`config.mk`:
```
export PLATFORM = sky130hd
export DESIGN_NAME = disp_cmd_decoder
export DESIGN_NICKNAME = d
export VERILOG_FILES = /design/src/rtl/disp_cmd_pkg.sv /design/src/rtl/disp_op_classify.sv /design/src/rtl/disp_cmd_seq.sv /design/src/rtl/disp_win_regs.sv /design/src/rtl/disp_cmd_decoder.sv
export SDC_FILE = /design/constraint.sdc
export NUM_CORES = 1
export LEC_CHECK = 0
export CORE_MARGIN = 2
export CORE_UTILIZATION = 58
export DETAILED_ROUTE_END_ITERATION = 10
export PLACE_DENSITY = 0.85
export SYNTH_ARGS = -nofsm -noshare
export SYNTH_HDL_FRONTEND = slang
export SYNTH_SLANG_ARGS = --single-unit
```
`constraint.sdc`:
```
create_clock -name clk -period 7.2 [get_ports clk]
set_input_delay 0.72 -clock clk [delete_from_list [all_inputs] [get_ports clk]]
set_output_delay 0.72 -clock clk [all_outputs]
set_load 0.01 [all_outputs]
```
`src/rtl/disp_cmd_pkg.sv`:
```
package disp_cmd_pkg;

    localparam int ARGS_W = 4;

    typedef enum logic [2:0] {
        K_COL,
        K_ROW,
        K_REMAP,
        K_SKIP,
        K_FILLER,
        K_BAD
    } op_kind_e;

    typedef struct packed {
        op_kind_e          kind;
        logic [ARGS_W-1:0] nargs;
    } op_info_t;

    typedef struct packed {
        logic       fire;
        op_kind_e   kind;
        logic [7:0] first;
        logic [7:0] last;
        logic [7:0] opcode;
    } commit_t;

    function automatic op_info_t classify(input logic [7:0] op);
        op_info_t r;
        unique case (op)
            8'h15:  r = '{kind: K_COL,   nargs: 4'd2};
            8'h75:  r = '{kind: K_ROW,   nargs: 4'd2};
            8'hA0:  r = '{kind: K_REMAP, nargs: 4'd1};
            8'h81, 8'hA1, 8'hA2, 8'hA8, 8'hAD,
            8'hB1, 8'hB2, 8'hB3, 8'hBC, 8'hBE, 8'hBF:
                    r = '{kind: K_SKIP,  nargs: 4'd1};
            8'h84, 8'h85, 8'h86, 8'hA4, 8'hA5, 8'hA6, 8'hA7,
            8'hAE, 8'hAF, 8'hE3:
                    r = '{kind: K_SKIP,  nargs: 4'd0};
            8'hB8:  r = '{kind: K_SKIP,  nargs: 4'd8};
            8'hFF:  r = '{kind: K_FILLER, nargs: 4'd0};
            default: r = '{kind: K_BAD,  nargs: 4'd0};
        endcase
        return r;
    endfunction

    function automatic logic [7:0] fold(input logic [7:0] v, input int unsigned lim);
        int unsigned t;
        t = 32'(v) % lim;
        return t[7:0];
    endfunction

endpackage

```
`src/rtl/disp_op_classify.sv`:
```
module disp_op_classify
    import disp_cmd_pkg::*;
(
    input  logic [7:0] op,
    output op_info_t   info
);
    always_comb info = classify(op);
endmodule

```
`src/rtl/disp_cmd_seq.sv`:
```
module disp_cmd_seq
    import disp_cmd_pkg::*;
(
    input  logic       clk,
    input  logic       rst,
    input  logic       take,
    input  logic [7:0] byte_in,
    input  op_info_t   info,
    output commit_t    cmt
);
    logic              busy;
    op_kind_e          held_kind;
    logic [7:0]        held_op;
    logic [ARGS_W-1:0] held_n;
    logic [ARGS_W-1:0] cnt;
    logic [7:0]        arg0;
    logic              last_arg;

    assign last_arg = busy && ((cnt + 1'b1) == held_n);

    always_comb begin
        cmt = '0;
        if (take) begin
            if (!busy) begin
                if (info.nargs == '0) begin
                    cmt.fire   = 1'b1;
                    cmt.kind   = info.kind;
                    cmt.first  = byte_in;
                    cmt.last   = byte_in;
                    cmt.opcode = byte_in;
                end
            end else if (last_arg) begin
                cmt.fire   = 1'b1;
                cmt.kind   = held_kind;
                cmt.first  = (cnt == '0) ? byte_in : arg0;
                cmt.last   = byte_in;
                cmt.opcode = held_op;
            end
        end
    end

    always_ff @(posedge clk) begin
        if (rst) begin
            busy      <= 1'b0;
            cnt       <= '0;
            held_kind <= K_SKIP;
            held_op   <= '0;
            held_n    <= '0;
            arg0      <= '0;
        end else if (take) begin
            if (!busy) begin
                if (info.nargs != '0) begin
                    busy      <= 1'b1;
                    held_kind <= info.kind;
                    held_op   <= byte_in;
                    held_n    <= info.nargs;
                    cnt       <= '0;
                end
            end else begin
                if (cnt == '0) arg0 <= byte_in;
                if (last_arg) begin
                    busy <= 1'b0;
                    cnt  <= '0;
                end else begin
                    cnt <= cnt + 1'b1;
                end
            end
        end
    end

    AST_CNT_BELOW_COUNT: assert property (@(posedge clk) disable iff (rst)
        busy |-> (cnt < held_n));
    AST_HELD_KIND_VALID: assert property (@(posedge clk) disable iff (rst)
        busy |-> (held_kind != K_BAD && held_kind != K_FILLER));
endmodule

```
`src/rtl/disp_win_regs.sv`:
```
module disp_win_regs
    import disp_cmd_pkg::*;
#(
    parameter int NUM_COLS = 64,
    parameter int NUM_ROWS = 80,
    localparam int COL_W = $clog2(NUM_COLS),
    localparam int ROW_W = $clog2(NUM_ROWS)
) (
    input  logic             clk,
    input  logic             rst,
    input  commit_t          cmt,
    output logic [COL_W-1:0] col_lo,
    output logic [COL_W-1:0] col_hi,
    output logic             col_load,
    output logic [ROW_W-1:0] row_lo,
    output logic [ROW_W-1:0] row_hi,
    output logic             row_load,
    output logic [7:0]       remap_q,
    output logic             remap_load,
    output logic             bad_op_pulse,
    output logic [7:0]       bad_op_code
);
    logic [7:0] c_first, c_last, r_first, r_last;

    always_comb begin
        c_first = fold(cmt.first, NUM_COLS);
        c_last  = fold(cmt.last,  NUM_COLS);
        r_first = fold(cmt.first, NUM_ROWS);
        r_last  = fold(cmt.last,  NUM_ROWS);
    end

    always_ff @(posedge clk) begin
        if (rst) begin
            col_lo       <= '0;
            col_hi       <= COL_W'(NUM_COLS - 1);
            row_lo       <= '0;
            row_hi       <= ROW_W'(NUM_ROWS - 1);
            remap_q      <= '0;
            bad_op_code  <= '0;
            col_load     <= 1'b0;
            row_load     <= 1'b0;
            remap_load   <= 1'b0;
            bad_op_pulse <= 1'b0;
        end else begin
            col_load     <= 1'b0;
            row_load     <= 1'b0;
            remap_load   <= 1'b0;
            bad_op_pulse <= 1'b0;
            if (cmt.fire) begin
                unique case (cmt.kind)
                    K_COL: begin
                        col_lo   <= c_first[COL_W-1:0];
                        col_hi   <= c_last[COL_W-1:0];
                        col_load <= 1'b1;
                    end
                    K_ROW: begin
                        row_lo   <= r_first[ROW_W-1:0];
                        row_hi   <= r_last[ROW_W-1:0];
                        row_load <= 1'b1;
                    end
                    K_REMAP: begin
                        remap_q    <= cmt.last;
                        remap_load <= 1'b1;
                    end
                    K_BAD: begin
                        bad_op_code  <= cmt.opcode;
                        bad_op_pulse <= 1'b1;
                    end
                    default: ;
                endcase
            end
        end
    end

    AST_COL_END_RANGE: assert property (@(posedge clk) disable iff (rst)
        (32'(col_hi) < NUM_COLS) && (32'(col_lo) < NUM_COLS));
    AST_ROW_END_RANGE: assert property (@(posedge clk) disable iff (rst)
        (32'(row_hi) < NUM_ROWS) && (32'(row_lo) < NUM_ROWS));
    AST_STROBE_EXCLUSIVE: assert property (@(posedge clk) disable iff (rst)
        $onehot0({col_load, row_load, remap_load, bad_op_pulse}));
    AST_COL_HOLD: assert property (@(posedge clk) disable iff (rst)
        !col_load |-> $stable(col_lo));
endmodule

```
`src/rtl/disp_cmd_decoder.sv`:
```
module disp_cmd_decoder
    import disp_cmd_pkg::*;
#(
    parameter int NUM_COLS = 64,
    parameter int NUM_ROWS = 80,
    localparam int COL_W = $clog2(NUM_COLS),
    localparam int ROW_W = $clog2(NUM_ROWS)
) (
    input  logic             clk,
    input  logic             rst,
    input  logic             in_valid,
    input  logic             in_dc,
    input  logic [7:0]       in_byte,
    output logic [COL_W-1:0] col_lo,
    output logic [COL_W-1:0] col_hi,
    output logic             col_load,
    output logic [ROW_W-1:0] row_lo,
    output logic [ROW_W-1:0] row_hi,
    output logic             row_load,
    output logic [7:0]       remap_q,
    output logic             remap_load,
    output logic             bad_op_pulse,
    output logic [7:0]       bad_op_code
);
    logic     take;
    op_info_t info;
    commit_t  cmt;

    assign take = in_valid && !in_dc;

    disp_op_classify u_cls (.op(in_byte), .info(info));

    disp_cmd_seq u_seq (
        .clk(clk), .rst(rst), .take(take), .byte_in(in_byte),
        .info(info), .cmt(cmt)
    );

    disp_win_regs #(.NUM_COLS(NUM_COLS), .NUM_ROWS(NUM_ROWS)) u_regs (
        .clk(clk), .rst(rst), .cmt(cmt),
        .col_lo(col_lo), .col_hi(col_hi), .col_load(col_load),
        .row_lo(row_lo), .row_hi(row_hi), .row_load(row_load),
        .remap_q(remap_q), .remap_load(remap_load),
        .bad_op_pulse(bad_op_pulse), .bad_op_code(bad_op_code)
    );

    AST_DATA_NO_EFFECT: assert property (@(posedge clk) disable iff (rst)
        (in_valid && in_dc) |=> !(col_load || row_load || remap_load || bad_op_pulse));
    AST_BAD_CODE_MATCH: assert property (@(posedge clk) disable iff (rst)
        bad_op_pulse |-> ($past(take) && bad_op_code == $past(in_byte)));
    AST_BAD_ONE_CYCLE: assert property (@(posedge clk) disable iff (rst)
        (bad_op_pulse && !$past(take)) |-> 1'b0);
endmodule

```
==> results.txt, run 1 <==
Synth Area per Inst: 8.68 um2
Fin nets: 501
Antenna Nets Post-Route: 0
Sw Share: 27.1%
Synth Cell Area: 3910 um2
Comb pwr share: 12.2%
Synth top area cells: dfxtp_1 37%, mux2i_1 6.9%, nor2_1 6.6%
Ys async rst share: 0%
Seq/Total Area, Yosys: 37.4%
Worst Setup Start Kind: input pin
Site Rows: 29
Routability cong.: 1.05
# IOs: 58
Vias per cell: 6.11
WP buf/inv: 2
Post-DP HPWL: 6580 um
Post-Syn Instances: 450
Peak supply drop: 0.156 mV
Core box area: 6420 um2
Worst Path Max Fanout: 20
Chip height: 86.1 um
Worst-Margin Slew: 902 ps
Commonest cells in the netlist: 73 x dfxtp_1, 69 x nor2_1, 49 x nand2_1
Critical path arrival: 4960 ps
Synth cell types: 69
Tmin final: 4670 ps
Vias: 3460
Share of cells above drive strength 1: 9.61%
Reg area: 1460 um2
Max cap viols: 0
Syn nets: 467
Clock buffer depth: 2
Fillers: 502
Die ar.: 7410 um2
Sw Pwr: 0.241 mW
Synth top area share: 37.4%
Worst-Skew Late Latency: 370 ps
Peak Freq: 214 MHz
Gr usage total: 27.2%
Setup WS post-layout: 2530 ps
Pwr/cell area: 193 nW/um2
Crit-path leading delay family: compound AO/OA/AOI/OAI gates
Number of global-route vias before repair: 3178
Hold-fix buffers, CTS: 0
Most common cell in the netlist: dfxtp_1
Lkg Pwr: 1.67 nW
Total congestion overflow: 0
Most frequent cell on the critical path: ha_1
Cell internal pwr: 0.648 mW
Setup bufs post-CTS: 0
First-pass GRT wire length: 15700 um
Critical path data required time: 7480 ps
Tcrit/Tclk final: 64.9%
RSZ-0062 raised after global routing: false
DRT Pass-1 Iters: 5
Cts repair resizes: 0
Kind of critical path: input pin to flip-flop
CTS tree: yes
Endpoints failing setup: 0
Average wire per standard cell: 17.3 um
Largest net degree at the start of global routing: 74
CP Capture Type: flip-flop
Max-slew violation count: 0
Cell taking the most area after synthesis: dfxtp_1
Initial antenna violation count: 0
Clk pwr share: 41.4%
Reg power frac: 46.5%
HP Class: flip-flop to flip-flop
Starting density of the core: 60.8%
Hold Vio Cnt, Final: 0
DRC: 0
Setup WS pre-CTS: 2210 ps
IO buf count: 57
Worst-path cell chain: clkdlybuf4s50_1, or4b_1, a221oi_2, a41o_4, o32ai_4, a22oi_4, nor2_8, ha_1, nor2b_1, inv_2, ha_1, a211o_1, nand2_1, o21a_1, o22ai_1, a311oi_1
Synth Register Bits: 73
Max-slew headroom: 39.7%
Critical path's slowest cell: clkdlybuf4s50_1
Htree depth: 3
Chip width: 86.1 um
Multi-input gate area: 2200 um2
Synth warn: 0
# clock sinks: 73
Number of synthesized flops with an enable pin: 0
Root Buffer: clkbuf_8
Post-Route WL: 9780 um
DR iter-0 viols: 363
Setup TNS: 0 ps
Final Skew: 13.6 ps
Dominant synthesized flop cell: dfxtp_1
Area grow syn2layout: 18.2%
N_diodes: 0
Clock-pin slew of the registers on the worst-case setup and hold paths: 90 ps
Status: finished clean
CTS Buf Count: 9
Slowest stage delay, CP: 870 ps
[path summary, 6_finish.rpt]
| check | slack, ps | cells after the start | from | end |
|---|---|---|---|---|
| worst min register to register | 470 | 2 | u_regs.row_lo[0]$_SDFFE_PP0P_ | u_regs.row_lo[0]$_SDFFE_PP0P_ |
| worst min-delay path | 470 | 2 | u_regs.row_lo[0]$_SDFFE_PP0P_ | u_regs.row_lo[0]$_SDFFE_PP0P_ |
| worst max-delay path | 2530 | 16 | in_byte[3] | u_regs.row_lo[5]$_SDFFE_PP0P_ |
| worst max register to register | 3270 | 17 | u_seq.cnt[0]$_SDFFE_PP0P_ | u_regs.row_lo[5]$_SDFFE_PP0P_ |
[flip-flops by register name, indices dropped and copies added, names as in the netlist, 3 cells and up]
name	flops
u_regs.bad_op_code	8
u_regs.col_hi	6
u_regs.col_lo	6
u_regs.remap_q	8
u_regs.row_hi	7
u_regs.row_lo	7
u_seq.arg0	8
u_seq.cnt	4
u_seq.held_kind	3
u_seq.held_n	3
u_seq.held_op	8
[cell usage in the layout (no fill, tap or decap), drive strengths merged, types with 3 or more instances in the layout]
cell type / netlist / routed
clkdlybuf4s50: 0 / 56
a22o: 3 / 3
xnor2: 4 / 4
nand3: 8 / 8
a211o: 10 / 10
a31oi: 6 / 6
buf: 19 / 4
xor2: 5 / 5
clkbuf: 18 / 9
nand2: 50 / 50
nor2b: 14 / 14
o21a: 6 / 6
inv: 11 / 12
a311oi: 3 / 3
nand4: 5 / 5
a22oi: 13 / 13
dfxtp: 73 / 73
o21ai: 5 / 5
and2: 3 / 3
ha: 5 / 5
nand2b: 10 / 10
o22ai: 6 / 6
mux2i: 27 / 27
nand3b: 6 / 6
nor2: 70 / 70
nor3b: 3 / 3
a211oi: 13 / 13
nor3: 13 / 13
a21oi: 16 / 16
[logic make-up after synthesis]
logic type | share of synthesized area (%)
AND/OR/NAND/NOR | 25.9
AO/OA/AOI/OAI | 19.6
flip-flops | 37.4
buffers and inverters | 6.18
multiplexers | 6.92
XOR/XNOR | 2.40
adder cells (fa/ha/maj) | 1.60
[power groups by stage]
| stage | combinational, mW | sequential [mW] | clock, mW |
|---|---|---|---|
| after floorplan | 0.0766 | 0.424 | 0 |
| after global placement | 0.101 | 0.423 | 0 |
| after detailed placement | 0.104 | 0.423 | 0 |
| after CTS | 0.105 | 0.413 | 0.371 |
| after global routing | 0.115 | 0.414 | 0.390 |
| final | 0.108 | 0.413 | 0.368 |
[cell type report]
class	instances	share of cell area [%]
multi-input cells	329	47.7
flip-flops and latches	73	31.6
repair buffers	60	12.7
clock buffers	9	2.68
clock inverters	7	2.25
well taps	77	2.09
inverters	11	0.894
[through the flow]
| stage | power [mW] | cells | util (%) | hold slack (ps) | instance area, um2 |
|---|---|---|---|---|---|
| finish | 0.889 | 566 | 71.9 | 470 | 4620 |
| global route | 0.920 | 566 | 71.9 | 492 | 4620 |
| CTS | 0.889 | 566 | 71.9 | 470 | 4620 |
| detailed placement | 0.527 | 550 | 68.4 | 455 | 4390 |
| global placement | 0.524 | 550 | 68.4 | 444 | 4390 |
| floorplan | 0.500 | 450 | - | 444 | 3910 |
[routing by layer]
| layer | GRT usage [%] | vias to the layer above | wire length, um |
|---|---|---|---|
| li1 | - | 1653 | - |
| met1 | 37.1 | 1614 | 4410 |
| met2 | 40.8 | 172 | 4350 |
| met3 | 7.41 | 21 | 821 |
| met4 | 10.5 | 0 | 189 |
| met5 | 0 | - | 0 |
[worst min-delay path, stage by stage, from the launching register on]
cell	delay, ps
dfxtp_1	320
nand2_1	50
a21oi_1	50
No activity file was read; power rests on OpenSTA's default activity.
==> inputs of run 2 (changes only) <==
Settings changed: CORE_UTILIZATION 58 to 54, PLACE_DENSITY 0.85 to 0.8.
Clock period 7.2 ns to 4.7 ns, I/O delays scaled along.
==> run 2 against run 1 <==
  * First-iteration DRC count shrank 42%
  * Design area grew 2.0%
  * Worst setup slack lost 1900 ps
  * Clock skew shrank 1.7 ps
  * Sequential power grew 53%
  * Flip-flop and latch count is the same
  * Non-clock buffer count grew 11
  * Count of clock-buffer cells in the layout is the same
  * Global-route usage shrank 1.3 points
  * Cell count grew 5.8%
  * Power grew 50%
  * Critical path depth grew 1
==> results.txt, run 2 (synthesized netlist as in run 1, its figures left out) <==
Commonest non-fill, non-tap cell in the layout: dfxtp_1
Fillers: 622
Total congestion overflow: 0
Number of global-route vias before repair: 3104
N_diodes: 0
Setup bufs post-CTS: 0
Status: finished clean
Htree depth: 3
Setup WS pre-CTS: 424 ps
DR iter-0 viols: 210
First-pass GRT wire length: 15700 um
# clock sinks: 73
CTS tree: yes
Max-slew headroom: 45.2%
Critical path data required time: 4970 ps
Vias: 3467
Worst Setup Start Kind: flip-flop
Antenna Nets Post-Route: 0
Peak Freq: 248 MHz
Vias per cell: 5.79
Clock buffer depth: 2
DRC: 0
Share of cells above drive strength 1: 11.6%
WHS: 461 ps
Hold Vio Cnt, Final: 0
Root Buffer: clkbuf_8
Final Util: 66.0%
Average wire per standard cell: 16.2 um
Critical path arrival: 4300 ps
Max-slew violation count: 0
Final Skew: 11.9 ps
HP Class: flip-flop to flip-flop
DRT Pass-1 Iters: 5
Most frequent cells in the layout: 73 x dfxtp_1, 69 x nor2_1, 56 x clkdlybuf4s50_1
Post-Route WL: 9680 um
Tcrit/Tclk final: 85.7%
# IOs: 58
Initial antenna violation count: 0
Cell total after placement: 583
Fin nets: 512
Setup WS post-layout: 670 ps
Setup TNS: 0 ps
Routability cong.: 0.890
Tmin final: 4030 ps
CP Capture Type: flip-flop
Hold-fix buffers, CTS: 0
Endpoints failing setup: 0
Kind of critical path: flip-flop to flip-flop
Die ar.: 7930 um2
Largest net degree at the start of global routing: 74
Cts repair resizes: 0
Worst-Skew Late Latency: 370 ps
Post-DP HPWL: 6850 um
Chip height: 89.1 um
Lkg Pwr: 1.72 nW
Worst Path Max Fanout: 9
Max cap viols: 0
Clock-pin slew of the registers on the worst-case setup and hold paths: 90 ps
Starting density of the core: 54.7%
Final Non-Filler Cells: 599
Site Rows: 31
Peak supply drop: 0.159 mV
Chip width: 89.1 um
Core box area: 7140 um2
Area grow syn2layout: 20.6%
Worst-Margin Slew: 819 ps
RSZ-0062 raised after global routing: false
IO buf count: 57
Gr usage total: 25.9%
Pwr/cell area: 283 nW/um2
CTS Buf Count: 9
-- run 2: cell type report --
| cell class | instances | area [um2] | share of cell area, % |
|---|---|---|---|
| multi-input cells | 329 | 2200 | 46.8 |
| well taps | 99 | 124 | 2.63 |
| clock buffers | 9 | 124 | 2.63 |
| flip-flops and latches | 73 | 1460 | 31.0 |
| repair buffers | 71 | 671 | 14.2 |
| inverters | 11 | 41.3 | 0.877 |
| clock inverters | 7 | 85.1 | 1.81 |
-- run 2: path summary, 6_finish.rpt --
path	end	from	depth (start not counted)	slack [ps]
worst min register to register	u_regs.row_lo[3]$_SDFFE_PP0P_	u_regs.row_lo[3]$_SDFFE_PP0P_	2	460
worst max-delay path	u_regs.row_lo[5]$_SDFFE_PP0P_	u_seq.cnt[0]$_SDFFE_PP0P_	17	670
worst max register to register	u_regs.row_lo[5]$_SDFFE_PP0P_	u_seq.cnt[0]$_SDFFE_PP0P_	17	670
worst min-delay path	u_regs.row_lo[3]$_SDFFE_PP0P_	u_regs.row_lo[3]$_SDFFE_PP0P_	2	460
-- run 2: stage by stage --
stage	power (mW)	area, um2
floorplan	0.766	3910
global placement	0.811	4500
detailed placement	0.814	4500
CTS	1.34	4710
global route	1.39	4710
finish	1.33	4710
-- run 2: metal layers --
metal	vias to the layer above	routed length [um]	GRT usage (%)
met3	18	623	4.71
met2	128	4560	41.1
met5	-	0	0
met4	0	189	9.50
li1	1675	-	-
met1	1646	4300	35.4
-- run 2: power by group --
part / switching (mW) / total [mW] / internal (mW)
logic: 0.101 / 0.169 / 0.0683
registers: 0.00648 / 0.633 / 0.627
clock network: 0.276 / 0.532 / 0.256
total: 0.383 / 1.33 / 0.951
-- run 2: critical path: stages (launching register included) --
cell and delay [ps]:
dfxtp_1 450, inv_1 80, ha_1 330, xnor2_1 130
nand4_1 210, or2_1 410, o32ai_4 200, a22oi_4 260
nor2_8 70, ha_1 250, nor2b_1 260, inv_2 80
ha_1 290, a211o_1 280, nand2_1 80, o21a_1 160
o22ai_1 90, a311oi_1 290
==> inputs of run 3 (changes only) <==
Settings changed: CORE_UTILIZATION 54 to 58, PLACE_DENSITY 0.8 to 0.85.
Clock period 4.7 ns to 5.06 ns, I/O delays scaled along.
==> run 3 against run 2 <==
  * Non-clock buffer count is 1 lower
  * Sequential power is 7.0% lower
  * Critical path depth is 1 lower
  * Die area is 6.6% lower
  * Cell count is 3.8% lower
  * Critical path type is now input pin to flip-flop
  * Largest power group unchanged
==> results.txt, run 3 (synthesized netlist as in run 1, its figures left out) <==
Status: finished clean
Hold Vio Cnt, Final: 0
Cell internal pwr: 0.922 mW
Fin nets: 511
Clk pwr share: 39.8%
Vias per cell: 6.05
RSZ-0062 raised after global routing: false
Cts repair resizes: 0
Sw Share: 25.5%
Area grow syn2layout: 19.7%
DRT Pass-1 Iters: 5
Root Buffer: clkbuf_8
Cell total after placement: 560
Chip width: 86.1 um
Largest net degree at the start of global routing: 74
Hold-fix buffers, CTS: 0
Setup WS pre-CTS: 715 ps
Worst r2r path cells: 16
Commonest non-fill, non-tap cell in the layout: dfxtp_1
HP Class: flip-flop to flip-flop
Reg power frac: 47.5%
Clock-pin slew of the registers on the worst-case setup and hold paths: 80 ps
Site Rows: 29
Total Power: 1.24 mW
Core box area: 6420 um2
# IOs: 58
Vias: 3484
Most frequent cells in the layout: 73 x dfxtp_1, 69 x nor2_1, 56 x clkdlybuf4s50_1
Lkg Pwr: 1.71 nW
Kind of critical path: input pin to flip-flop
IO buf count: 57
Max-slew headroom: 42.5%
DR iter-0 viols: 271
Tmin final: 4040 ps
CTS Buf Count: 9
Peak Freq: 248 MHz
Worst Path Max Fanout: 7
CTS tree: yes
Final Non-Filler Cells: 576
Gr usage total: 27.3%
First-pass GRT wire length: 16000 um
DRC: 0
Chip height: 86.1 um
Max-slew violation count: 0
Final Util: 72.8%
Critical path data required time: 5330 ps
Comb pwr share: 12.7%
Setup bufs post-CTS: 0
Pwr/cell area: 265 nW/um2
Setup WS post-layout: 1020 ps
Initial antenna violation count: 0
Number of global-route vias before repair: 3312
Final Skew: 7.59 ps
Sw Pwr: 0.316 mW
CP Capture Type: flip-flop
Worst-Skew Late Latency: 350 ps
Peak supply drop: 0.183 mV
Average wire per standard cell: 16.7 um
Die ar.: 7410 um2
Max cap viols: 0
Clock buffer depth: 2
Total congestion overflow: 0
N_diodes: 0
Worst-Margin Slew: 859 ps
Worst hold stages: 2
Share of cells above drive strength 1: 11.0%
Antenna Nets Post-Route: 0
Starting density of the core: 60.8%
Routability cong.: 0.956
Endpoints failing setup: 0
Post-Route WL: 9610 um
Worst Setup Start Kind: input pin
# clock sinks: 73
Tcrit/Tclk final: 79.8%
Htree depth: 3
Setup TNS: 0 ps
Critical path arrival: 4300 ps
Post-DP HPWL: 6600 um
==> run 3: path summary, 6_finish.rpt <==
| path | start | end | slack, ps |
|---|---|---|---|
| min | u_regs.row_hi[3]$_SDFFE_PP1P_ | u_regs.row_hi[3]$_SDFFE_PP1P_ | 470 |
| max | in_byte[2] | u_regs.row_lo[5]$_SDFFE_PP0P_ | 1020 |
| min reg2reg | u_regs.row_hi[3]$_SDFFE_PP1P_ | u_regs.row_hi[3]$_SDFFE_PP1P_ | 470 |
| max reg2reg | u_seq.cnt[0]$_SDFFE_PP0P_ | u_regs.row_lo[5]$_SDFFE_PP0P_ | 1100 |
==> run 3: power by group through the flow <==
stage / clock network [mW] / registers [mW] / logic (mW)
2_1_floorplan: 0 / 0.603 / 0.109
3_3_place_gp: 0 / 0.601 / 0.150
3_5_place_dp: 0 / 0.602 / 0.153
4_1_cts: 0.496 / 0.589 / 0.154
5_1_grt: 0.521 / 0.589 / 0.171
6_report: 0.493 / 0.589 / 0.157
==> run 3: cell type report <==
cell class / count / area [um2]
timing repair buffer: 70 / 663
sequential: 73 / 1460
fill: 485 / 1750
tap: 77 / 96.3
clock buffer: 11 / 131
inverter: 11 / 41.3
clock inverter: 5 / 80.1
multi-input combinational: 329 / 2200
==> run 3: metrics by stage <==
| stage | hold WS [ps] | area [um2] |
|---|---|---|
| after floorplan | 444 | 3910 |
| after global placement | 445 | 4470 |
| after detailed placement | 454 | 4470 |
| after CTS | 468 | 4680 |
| after global routing | 483 | 4680 |
| final | 467 | 4680 |
==> run 3: layer usage <==
| metal | vias up | track usage [%] | part of all wire (%) |
|---|---|---|---|
| li1 | 1672 | - | - |
| met1 | 1624 | 37.2 | 44 |
| met2 | 160 | 42.6 | 45 |
| met3 | 28 | 6.64 | 7.7 |
| met4 | 0 | 9.09 | 2.7 |
| met5 | - | 0 | 0 |
==> run 3: worst max-delay path: stages <==
cell	delay, ps
clkdlybuf4s50_1	560
or4b_1	610
a221oi_2	220
a41o_4	190
o32ai_4	140
a22oi_4	260
nor2_8	70
ha_1	250
nor2b_1	260
inv_2	80
ha_1	280
a211o_1	280
nand2_1	90
o21a_1	170
o22ai_1	90
a311oi_1	240
